===== src/rtl/rtc_trim_pkg.sv =====
package rtc_trim_pkg;

  typedef enum logic {
    TRIM_NORMAL = 1'b0,
    TRIM_FAST   = 1'b1
  } trim_mode_e;

  typedef struct packed {
    trim_mode_e mode;
    logic [6:0] val;
  } trim_cfg_t;

  function automatic logic [6:0] trim_mag(input logic [6:0] v);
    return v[6] ? (~v + 7'd1) : v;
  endfunction

endpackage


===== src/rtl/rtc_trim_edge.sv =====
module rtc_trim_edge #(
  parameter int SYNC_STAGES = 2
) (
  input  logic clk_i,
  input  logic rst_ni,
  input  logic osc_i,
  output logic lvl_o,
  output logic rise_o,
  output logic fall_o
);

  logic [SYNC_STAGES-1:0] sync_q;
  logic                   lvl_q;

  generate
    if (SYNC_STAGES == 1) begin : g_single
      always_ff @(posedge clk_i or negedge rst_ni) begin
        if (!rst_ni) sync_q <= '0;
        else         sync_q <= osc_i;
      end
    end else begin : g_chain
      always_ff @(posedge clk_i or negedge rst_ni) begin
        if (!rst_ni) sync_q <= '0;
        else         sync_q <= {sync_q[SYNC_STAGES-2:0], osc_i};
      end
    end
  endgenerate

  always_ff @(posedge clk_i or negedge rst_ni) begin
    if (!rst_ni) lvl_q <= 1'b0;
    else         lvl_q <= sync_q[SYNC_STAGES-1];
  end

  assign lvl_o  = sync_q[SYNC_STAGES-1];
  assign rise_o = lvl_o & ~lvl_q;
  assign fall_o = ~lvl_o & lvl_q;

endmodule


===== src/rtl/rtc_trim_regs.sv =====
module rtc_trim_regs
  import rtc_trim_pkg::*;
(
  input  logic      clk_i,
  input  logic      rst_ni,
  input  logic      wr_en_i,
  input  logic [7:0] wr_data_i,
  input  logic      cyc_bound_i,
  output trim_cfg_t active_o
);

  trim_cfg_t hold_q;

  always_ff @(posedge clk_i or negedge rst_ni) begin
    if (!rst_ni)      hold_q <= '0;
    else if (wr_en_i) hold_q <= trim_cfg_t'(wr_data_i);
  end

  // holding copy goes live only on a period boundary
  always_ff @(posedge clk_i or negedge rst_ni) begin
    if (!rst_ni)          active_o <= '0;
    else if (cyc_bound_i) active_o <= hold_q;
  end

endmodule


===== src/rtl/rtc_trim_timebase.sv =====
module rtc_trim_timebase
  import rtc_trim_pkg::*;
#(
  parameter int SEC_TICKS = 32768,
  parameter int NORM_SECS = 7200,
  parameter int FAST_SECS = 240,
  parameter int SCW       = 13
) (
  input  logic           clk_i,
  input  logic           rst_ni,
  input  logic           rise_i,
  input  trim_mode_e     mode_i,
  output logic           sec_bound_o,
  output logic           cyc_bound_o,
  output logic [SCW-1:0] sec_idx_o
);

  localparam int TCW = (SEC_TICKS > 1) ? $clog2(SEC_TICKS) : 1;
  localparam logic [TCW-1:0] TICK_LAST = TCW'(SEC_TICKS - 1);
  localparam logic [SCW-1:0] NORM_LAST = SCW'(NORM_SECS - 1);
  localparam logic [SCW-1:0] FAST_LAST = SCW'(FAST_SECS - 1);

  logic [TCW-1:0] tick_cnt_q;
  logic [SCW-1:0] sec_cnt_q;
  logic [SCW-1:0] sec_last;

  assign sec_last    = (mode_i == TRIM_FAST) ? FAST_LAST : NORM_LAST;
  assign sec_bound_o = rise_i && (tick_cnt_q == TICK_LAST);
  assign cyc_bound_o = sec_bound_o && (sec_cnt_q == sec_last);
  assign sec_idx_o   = sec_cnt_q;

  always_ff @(posedge clk_i or negedge rst_ni) begin
    if (!rst_ni) begin
      tick_cnt_q <= '0;
    end else if (rise_i) begin
      tick_cnt_q <= (tick_cnt_q == TICK_LAST) ? '0 : tick_cnt_q + 1'b1;
    end
  end

  always_ff @(posedge clk_i or negedge rst_ni) begin
    if (!rst_ni) begin
      sec_cnt_q <= '0;
    end else if (sec_bound_o) begin
      sec_cnt_q <= cyc_bound_o ? '0 : sec_cnt_q + 1'b1;
    end
  end

endmodule


===== src/rtl/rtc_trim_corr.sv =====
module rtc_trim_corr
  import rtc_trim_pkg::*;
#(
  parameter int NORM_INT_TICKS = 16,
  parameter int FAST_INT_TICKS = 8,
  parameter int SCW            = 13
) (
  input  logic           clk_i,
  input  logic           rst_ni,
  input  logic           rise_i,
  input  logic           fall_i,
  input  logic           sec_bound_i,
  input  logic [SCW-1:0] sec_idx_i,
  input  trim_cfg_t      cfg_i,
  input  logic           irq_en_i,
  output logic           ins_o,
  output logic           drop_o,
  output logic           irq_o
);

  localparam int MAXW = (NORM_INT_TICKS > FAST_INT_TICKS) ? NORM_INT_TICKS : FAST_INT_TICKS;
  localparam int ICW  = $clog2(2 * MAXW + 1);
  localparam int MW   = (SCW > 7) ? SCW : 7;
  localparam logic [ICW-1:0] NORM_HALVES = ICW'(2 * NORM_INT_TICKS);
  localparam logic [ICW-1:0] FAST_HALVES = ICW'(2 * FAST_INT_TICKS);

  logic [6:0]     mag;
  logic           neg;
  logic           sec_bound_q;
  logic           pending_q;
  logic           evt;
  logic [ICW-1:0] halves_ld;
  logic [ICW-1:0] halves_q;

  assign mag    = trim_mag(cfg_i.val);
  assign neg    = cfg_i.val[6];
  assign ins_o  = pending_q & ~neg & fall_i;
  assign drop_o = pending_q & neg & rise_i;
  assign evt    = ins_o | drop_o;

  // evaluated one cycle after the boundary so the new active value is seen
  always_ff @(posedge clk_i or negedge rst_ni) begin
    if (!rst_ni) begin
      sec_bound_q <= 1'b0;
      pending_q   <= 1'b0;
    end else begin
      sec_bound_q <= sec_bound_i;
      if (sec_bound_q)  pending_q <= (MW'(sec_idx_i) < MW'(mag));
      else if (evt)     pending_q <= 1'b0;
    end
  end

  assign halves_ld = (cfg_i.mode == TRIM_FAST) ? FAST_HALVES : NORM_HALVES;

  // width counted on both oscillator edges: exact whatever edge triggered it
  always_ff @(posedge clk_i or negedge rst_ni) begin
    if (!rst_ni) begin
      irq_o    <= 1'b0;
      halves_q <= '0;
    end else if (evt && irq_en_i) begin
      irq_o    <= 1'b1;
      halves_q <= halves_ld;
    end else if ((rise_i || fall_i) && (halves_q != '0)) begin
      halves_q <= halves_q - 1'b1;
      if (halves_q == ICW'(1)) irq_o <= 1'b0;
    end
  end

  AST_CORR_IN_WINDOW: assert property (@(posedge clk_i) disable iff (!rst_ni)
    (ins_o || drop_o) |-> (MW'(sec_idx_i) < MW'(mag)));
  AST_IRQ_NEEDS_EN: assert property (@(posedge clk_i) disable iff (!rst_ni)
    $rose(irq_o) |-> $past(irq_en_i));
  AST_IRQ_FROM_CORR: assert property (@(posedge clk_i) disable iff (!rst_ni)
    $rose(irq_o) |-> $past(ins_o || drop_o));

endmodule


===== src/rtl/rtc_offset_trim.sv =====
module rtc_offset_trim
  import rtc_trim_pkg::*;
#(
  parameter int SEC_TICKS      = 32768,
  parameter int NORM_SECS      = 7200,
  parameter int FAST_SECS      = 240,
  parameter int NORM_INT_TICKS = 16,
  parameter int FAST_INT_TICKS = 8,
  parameter int SYNC_STAGES    = 2
) (
  input  logic       clk_i,
  input  logic       rst_ni,
  input  logic       osc_i,
  input  logic       wr_en_i,
  input  logic [7:0] wr_data_i,
  input  logic       irq_en_i,
  output logic       tick_o,
  output logic       irq_o
);

  localparam int MAX_SECS = (NORM_SECS > FAST_SECS) ? NORM_SECS : FAST_SECS;
  localparam int SCW      = $clog2(MAX_SECS);

  logic           osc_lvl;
  logic           rise;
  logic           fall;
  logic           sec_bound;
  logic           cyc_bound;
  logic [SCW-1:0] sec_idx;
  trim_cfg_t      active;
  logic           ins;
  logic           drop;
  logic           tick_q;

  rtc_trim_edge #(
    .SYNC_STAGES(SYNC_STAGES)
  ) u_edge (
    .clk_i  (clk_i),
    .rst_ni (rst_ni),
    .osc_i  (osc_i),
    .lvl_o  (osc_lvl),
    .rise_o (rise),
    .fall_o (fall)
  );

  rtc_trim_timebase #(
    .SEC_TICKS (SEC_TICKS),
    .NORM_SECS (NORM_SECS),
    .FAST_SECS (FAST_SECS),
    .SCW       (SCW)
  ) u_timebase (
    .clk_i       (clk_i),
    .rst_ni      (rst_ni),
    .rise_i      (rise),
    .mode_i      (active.mode),
    .sec_bound_o (sec_bound),
    .cyc_bound_o (cyc_bound),
    .sec_idx_o   (sec_idx)
  );

  rtc_trim_regs u_regs (
    .clk_i       (clk_i),
    .rst_ni      (rst_ni),
    .wr_en_i     (wr_en_i),
    .wr_data_i   (wr_data_i),
    .cyc_bound_i (cyc_bound),
    .active_o    (active)
  );

  rtc_trim_corr #(
    .NORM_INT_TICKS (NORM_INT_TICKS),
    .FAST_INT_TICKS (FAST_INT_TICKS),
    .SCW            (SCW)
  ) u_corr (
    .clk_i       (clk_i),
    .rst_ni      (rst_ni),
    .rise_i      (rise),
    .fall_i      (fall),
    .sec_bound_i (sec_bound),
    .sec_idx_i   (sec_idx),
    .cfg_i       (active),
    .irq_en_i    (irq_en_i),
    .ins_o       (ins),
    .drop_o      (drop),
    .irq_o       (irq_o)
  );

  always_ff @(posedge clk_i or negedge rst_ni) begin
    if (!rst_ni) tick_q <= 1'b0;
    else         tick_q <= (rise & ~drop) | ins;
  end

  assign tick_o = tick_q;

  AST_TICK_SPLIT: assert property (@(posedge clk_i) disable iff (!rst_ni)
    tick_o |=> !tick_o);
  AST_INSERT_LOW: assert property (@(posedge clk_i) disable iff (!rst_ni)
    ins |-> !osc_lvl);
  AST_DROP_SILENT: assert property (@(posedge clk_i) disable iff (!rst_ni)
    drop |=> !tick_o);

endmodule


===== config.mk =====
export PLATFORM = sky130hd
export DESIGN_NAME = rtc_offset_trim
export DESIGN_NICKNAME = d
export VERILOG_FILES = /design/src/rtl/rtc_trim_pkg.sv /design/src/rtl/rtc_trim_edge.sv /design/src/rtl/rtc_trim_regs.sv /design/src/rtl/rtc_trim_timebase.sv /design/src/rtl/rtc_trim_corr.sv /design/src/rtl/rtc_offset_trim.sv
export SDC_FILE = /design/constraint.sdc
export NUM_CORES = 1
export LEC_CHECK = 0
export BUFFER_PORTS_ARGS = -buffer_cell sky130_fd_sc_hd__buf_2
export CAP_MARGIN = 40
export CORE_MARGIN = 3
export CORE_UTILIZATION = 55
export DETAILED_ROUTE_END_ITERATION = 8
export PLACE_DENSITY = 0.78
export SETUP_SLACK_MARGIN = 0.3
export SLEW_MARGIN = 10
export SYNTH_ARGS = -nofsm -noshare
export SYNTH_HDL_FRONTEND = slang
export SYNTH_HIERARCHICAL = 1
export SYNTH_SLANG_ARGS = --single-unit

===== constraint.sdc =====
create_clock -name clk_i -period 3.2 [get_ports clk_i]
set_input_delay 0.32 -clock clk_i [delete_from_list [all_inputs] [get_ports clk_i]]
set_output_delay 0.32 -clock clk_i [all_outputs]
set_load 0.1 [all_outputs]

# After elaboration in Yosys (flattened, before gate mapping)
# Index checks and enable logic that the tools add are counted.
[classes] add_sub_neg=4 n_lt_le_gt_ge=1 eq_ne=3 muxes=12 bitwise=14 n_reduce_logical=10
[op_table] operator="13-bit 2-to-1 mux" count=2
[op_table] operator="6-bit 2-to-1 mux" count=3
[op_table] operator="15-bit by 1-bit adder with 15-bit output, second input constant" count=1
[op_table] operator="15-bit == test, second input constant" count=1
[op_table] operator="15-bit 2-to-1 mux" count=1
[op_table] operator="13-bit by 1-bit adder with 13-bit output, second input constant" count=1
[op_table] operator="13-bit == test" count=1
[op_table] operator="13-bit by 7-bit < comparator with 1-bit output" count=1
[op_table] operator="7-bit by 1-bit adder with 7-bit output, second input constant" count=1
[op_table] operator="1-bit bitwise AND" count=7
[op_table] operator="7-bit 2-to-1 mux" count=1
[op_table] operator="7-bit NOT" count=1
[op_table] operator="6-bit by 1-bit == test with 1-bit output, second input constant" count=1
[op_table] operator="2-bit nonzero test" count=3
[op_table] operator="6-bit nonzero test" count=1
[op_table] operator="6-bit by 1-bit subtractor with 6-bit output, second input constant" count=1
[op_table] operator="1-bit 2-to-1 mux" count=5
[op_table] operator="1-bit logical AND" count=4
[op_table] operator="1-bit NOT" count=4
[op_table] operator="1-bit OR" count=2
[op_table] operator="2-bit AND reduction" count=1
[op_table] operator="1-bit logical OR" count=1
[totals] ff_bits=57 in_bits=13 output_inout_bits=2

# Depth between registers and ports, before layout
[logic_depth] word_depth=7 ltp_mapped=9 depth_no_buf=9

# Hierarchy
# Netlist, hierarchy kept.
[modules_own_cells] mod="rtc_trim_timebase" instances=1 cells_each=163 area_each_um2=1542.7
[modules_own_cells] mod="rtc_trim_corr" instances=1 cells_each=81 area_each_um2=764.5
[modules_own_cells] mod="rtc_trim_regs" instances=1 cells_each=34 area_each_um2=663.1
[modules_own_cells] mod="rtc_trim_edge" instances=1 cells_each=5 area_each_um2=90.1
[modules_own_cells] mod="rtc_offset_trim" instances=1 cells_each=3 area_each_um2=36.3

# Worst setup path after synthesis
# Ideal clock, no wire load.
[synth_timing] kind="register to register" start="reg u_edge.lvl_q" end="reg u_regs/active_o[0] (netlist bit)" setup_time_ps=125 arrival_ps=2191 t_required_ps=3075 slack_ps=884 stages_incl_launch_ff=8 path_buffers=2 synth_period_minus_slack_ps=2316 path_cell_list="dfrtp_1 nor2b_1 nand4_4 or4_4 buf_6 nor3_1 buf_6 mux2_4"
[synth_via] elab_chain_len=4
[synth_lines] item="from (decl)" line="rtc_trim_edge.sv:13" source="logic lvl_q;"
[synth_lines] item="from (signal assigned)" line="rtc_trim_edge.sv:31" source="else lvl_q <= sync_q[SYNC_STAGES-1];"
[synth_lines] item="1-bit NOT" line="rtc_trim_edge.sv:35" source="assign rise_o = lvl_o & ~lvl_q;"
[synth_lines] item="1-bit bitwise AND" line="rtc_trim_edge.sv:35"
[synth_lines] item="named net rise" line="rtc_offset_trim.sv:25" source="logic rise;"
[synth_lines] item="1-bit logical AND" line="rtc_trim_timebase.sv:28" source="assign sec_bound_o = rise_i && (tick_cnt_q == TICK_LAST);"
[synth_lines] item="1-bit logical AND" line="rtc_trim_timebase.sv:29" source="assign cyc_bound_o = sec_bound_o && (sec_cnt_q == sec_last);"
[synth_lines] item="named net cyc_bound" line="rtc_offset_trim.sv:28" source="logic cyc_bound;"
[synth_lines] item="to (signal assigned)" line="rtc_trim_regs.sv:22" source="else if (cyc_bound_i) active_o <= hold_q;"
[synth_lines] item="to (decl)" line="rtc_trim_regs.sv:9" source="output trim_cfg_t active_o"
# The timed path passes the listed nets, and every way through them passes these cells.
# A chain may end at the register's enable or synchronous reset.

# Worst setup path after layout
[layout_timing] start="reg u_edge.sync_q[1]" end="reg u_regs/active_o[3] (netlist bit)"
[layout_via] elab_chain_len=3
[layout_lines] item="from (decl)" line="rtc_trim_edge.sv:12" source="logic [SYNC_STAGES-1:0] sync_q;"
[layout_lines] item="from (signal assigned)" line="rtc_trim_edge.sv:24" source="else sync_q <= {sync_q[SYNC_STAGES-2:0], osc_i};"
[layout_lines] item="1-bit bitwise AND" line="rtc_trim_edge.sv:35"
[layout_lines] item="named net rise" line="rtc_offset_trim.sv:25"
[layout_lines] item="1-bit logical AND" line="rtc_trim_timebase.sv:28"
[layout_lines] item="1-bit logical AND" line="rtc_trim_timebase.sv:29"
[layout_lines] item="named net cyc_bound" line="rtc_offset_trim.sv:28"
# The timed path passes the listed nets, and every way through them passes these cells.

==> parameters.txt <==
Parameter                              Value

Synth
  Synth Instances    286
  Share of synthesized area occupied by flip-flops and latches    46.06%
  Post-Synthesis Net Count    311
  Asr flop ratio synth    100.0%
  Most instantiated flip-flop cell in the synthesis netlist    dfrtp_1
  Number of flip-flops and latches in the synthesized netlist    57
  Post-synth EDFFs    0
  Average cell area after synthesis    10.83 sq um
  Combined area of all synthesized cells    3097 sq um
  Total number of yosys warnings    6
  Count of distinct cell types in the synthesized netlist    51

Power and ir drop
  Leakage power    1.594 nW
  Peak supply drop    0.0003438 V
  Pwr Density    559.5 nW/um^2

Global routing
  Global Route Usage Sum    20.20%
  Number of antenna violations at the first check in global routing    0
  Pin count of the biggest net entering global routing    37
  GRT overflow    0
  First-pass GRT wire length    9.984 mm
  Via count of the first global-routing pass    2173

Timing
  Max Freq    0.4155 GHz
  Worst slew margin relative to its limit    42.65%
  Final clock period utilization by the worst path    75.22%
  Minimum period implied by the final worst setup slack    2.407 ns
  Number of slew-limit violations in the final report    0
  Fin Hold WS    0.09235 ns
  Hold violation count in the final report    0
  Final setup skew    0.007943 ns
  Post-Route Setup TNS    0 ns
  Actual slew at the worst max-slew pin    0.8564 ns
  Setup Viol. Count Final    0
  Unrepaired setup endpoints after global routing    false

Place
  Instance area at placement    3264 sq um
  Number of placed instances, taps included    369
  Total of buffers placed on input and output ports    14
  HPWL reported at the end of detailed placement    4.048 mm
  GP Congestion    0.8690

Layout
  Final Cell Area    3518 sq um
  Total inserted antenna cells    0
  Final net count    336
  Final cell count without fillers    386
  Fill cell count    423
  Fraction of layout cells with a size suffix above 1    19.94%
  Layout-stage area growth over the synthesis result    13.62%

CTS
  CTS buffer count    9
  Cell at the root of the clock tree    clkbuf_8
  Buffers from clock root to sink, at most    2
  Cts-stage hold buffer count    1
  CTS HTree Levels    3
  Clk sinks    57
  Post-CTS setup-driven buffer insertion count    0
  Clock Latency Late Sink    0.34 ns
  CTS-repair resized insts    0
  Clock slew seen by the registers of the worst setup and hold paths    0.07 ns
  Clock tree from TritonCTS    built

Setup path
  Worst path required time    3.42 ns
  CP startpoint    u_edge/sync_q[1]$_DFF_PN0_
  Crit path max-delay family    simple AND/OR/NAND/NOR gates
  Count of buffer and inverter cells on the critical path    2
  Cells along the critical path    nor2b_1, buf_4, nand4_4, or4_4, nor3_1, buf_4, mux2_4
  Maximum fanout count along the critical path    14
  Slowest cell on crit path    or4_4
  Critical Path End Type    flip-flop
  Worst stage delay on the critical path    0.63 ns
  Startpoint of the lowest-slack register-to-register path    u_edge/sync_q[1]$_DFF_PN0_
  Kind of start point of the critical path    flip-flop
  Data arrival time of the worst path    2.63 ns
  Critical path's most frequent cell    buf_4
  Type of the setup path with the least slack    flip-flop to flip-flop

Worst hold path
  Min-delay src    osc_i
  Hold Path Class    primary input to flip-flop

Drt
  Vias after detailed routing    2241
  DRC errors left    0
  Final antenna-violating net count    0
  Iteration-0 DRC Markers    226
  First-pass iteration count of the detailed router    4
  Total wire length    5.762 mm
  Detailed-route wire length per cell    14.93 um
  Via/cell ratio    5.806

Die
  Area inside the core boundary    5270 sq um
  Starting density of the core    58.76%
  Standard-cell rows    26
  Y dimension of the die    81.04 um
  Ports    15
  Area of the die    6567 sq um
  Die X    81.04 um

Run status
  Result of the run    completed

Flow run
  Number of maximum-capacitance violations    0
registers in the layout, summed over array words and instances, names as in the netlist:
register and cells:
tick_o 1, u_timebase/sec_idx_o 13, u_timebase/tick_cnt_q 15, u_corr/irq_o 1, u_corr/halves_q 6, u_edge/sync_q 2
u_regs/hold_q 8, u_corr/sec_bound_q 1, u_regs/active_o 8, u_edge/lvl_q 1, u_corr/pending_q 1
synthesized netlist by cell type (6+ instances only):
library cell | count | share of area, %
nand2_1 | 23 | 2.8
nand4_1 | 6 | 1.2
nand3_1 | 17 | 2.7
nor2_1 | 17 | 2.1
a21oi_1 | 6 | 0.97
inv_1 | 13 | 1.6
dfrtp_1 | 57 | 46
o21ai_0 | 8 | 1.3
xor2_1 | 9 | 2.5
ha_1 | 12 | 4.8
and3_1 | 7 | 1.4
xnor2_1 | 12 | 3.4
mux2_4 | 17 | 8.2
layout make-up:
| cell class | count | area (sq um) | share of cell area [%] |
|---|---|---|---|
| repair buffers | 22 | 145.1 | 4.125 |
| clock buffers | 11 | 141.4 | 4.019 |
| well taps | 70 | 87.58 | 2.489 |
| multi-input cells | 208 | 1567 | 44.52 |
| clock inverters | 5 | 102.6 | 2.916 |
| flip-flops and latches | 57 | 1426 | 40.54 |
| inverters | 13 | 48.80 | 1.387 |
worst paths after layout:
path	cells after the start	end	slack, ns
max	7	u_regs/active_o[3]$_DFFE_PN0P_	0.79
min	1	u_edge/sync_q[0]$_DFF_PN0_	0.09
min in group asynchronous	2	tick_o$_DFF_PN0_	0.40
max in group asynchronous	4	u_timebase/tick_cnt_q[12]$_DFFE_PN0P_	2.11
min reg2reg	0	u_edge/sync_q[1]$_DFF_PN0_	0.36
max reg2reg	7	u_regs/active_o[3]$_DFFE_PN0P_	0.79
cell families after synthesis:
| family | Yosys count | synth area share, % |
|---|---|---|
| simple gates | 109 | 20.16 |
| flops | 57 | 46.06 |
| compound gates | 44 | 9.778 |
| mux | 22 | 9.858 |
| xor+xnor | 21 | 5.940 |
| buf+inv | 21 | 3.354 |
| fa+ha+maj | 12 | 4.848 |
layout by cell type, fill, tap and decap left out, types with 7 or more instances in the layout:
cell,instances
and3_1,7
buf_2,14
clkbuf_8,10
dfrtp_1,57
ha_1,12
inv_1,13
mux2_4,17
nand2_1,23
nand3_1,17
nor2_1,17
o21ai_0,8
xnor2_1,12
xor2_1,9
layer usage:
layer | up-vias | share of wire [%] | track usage, %
li1 | 1101 | - | -
met1 | 1098 | 49 | 26.48
met2 | 32 | 45 | 31.12
met3 | 10 | 3.2 | 5.100
met4 | 0 | 2.0 | 10.14
met5 | - | 0 | 0
through the flow:
step,util [%],setup WS (ns),total power [mW]
3_3_place_gp,61.56,0.8549,1.141
5_1_grt,66.76,0.6635,2.060
2_1_floorplan,-,0.8841,1.080
6_report,66.76,0.7931,1.969
3_5_place_dp,61.94,0.8133,1.150
4_1_cts,66.76,0.8002,1.983
report_power, final:
group	switching (mW)	internal (mW)	leakage, nW
Clock	0.291	0.537	0.120
Sequential	0.103	0.798	0.748
Combinational	0.115	0.124	0.726
Total	0.509	1.46	1.59
(Power assumes the default switching activity.)
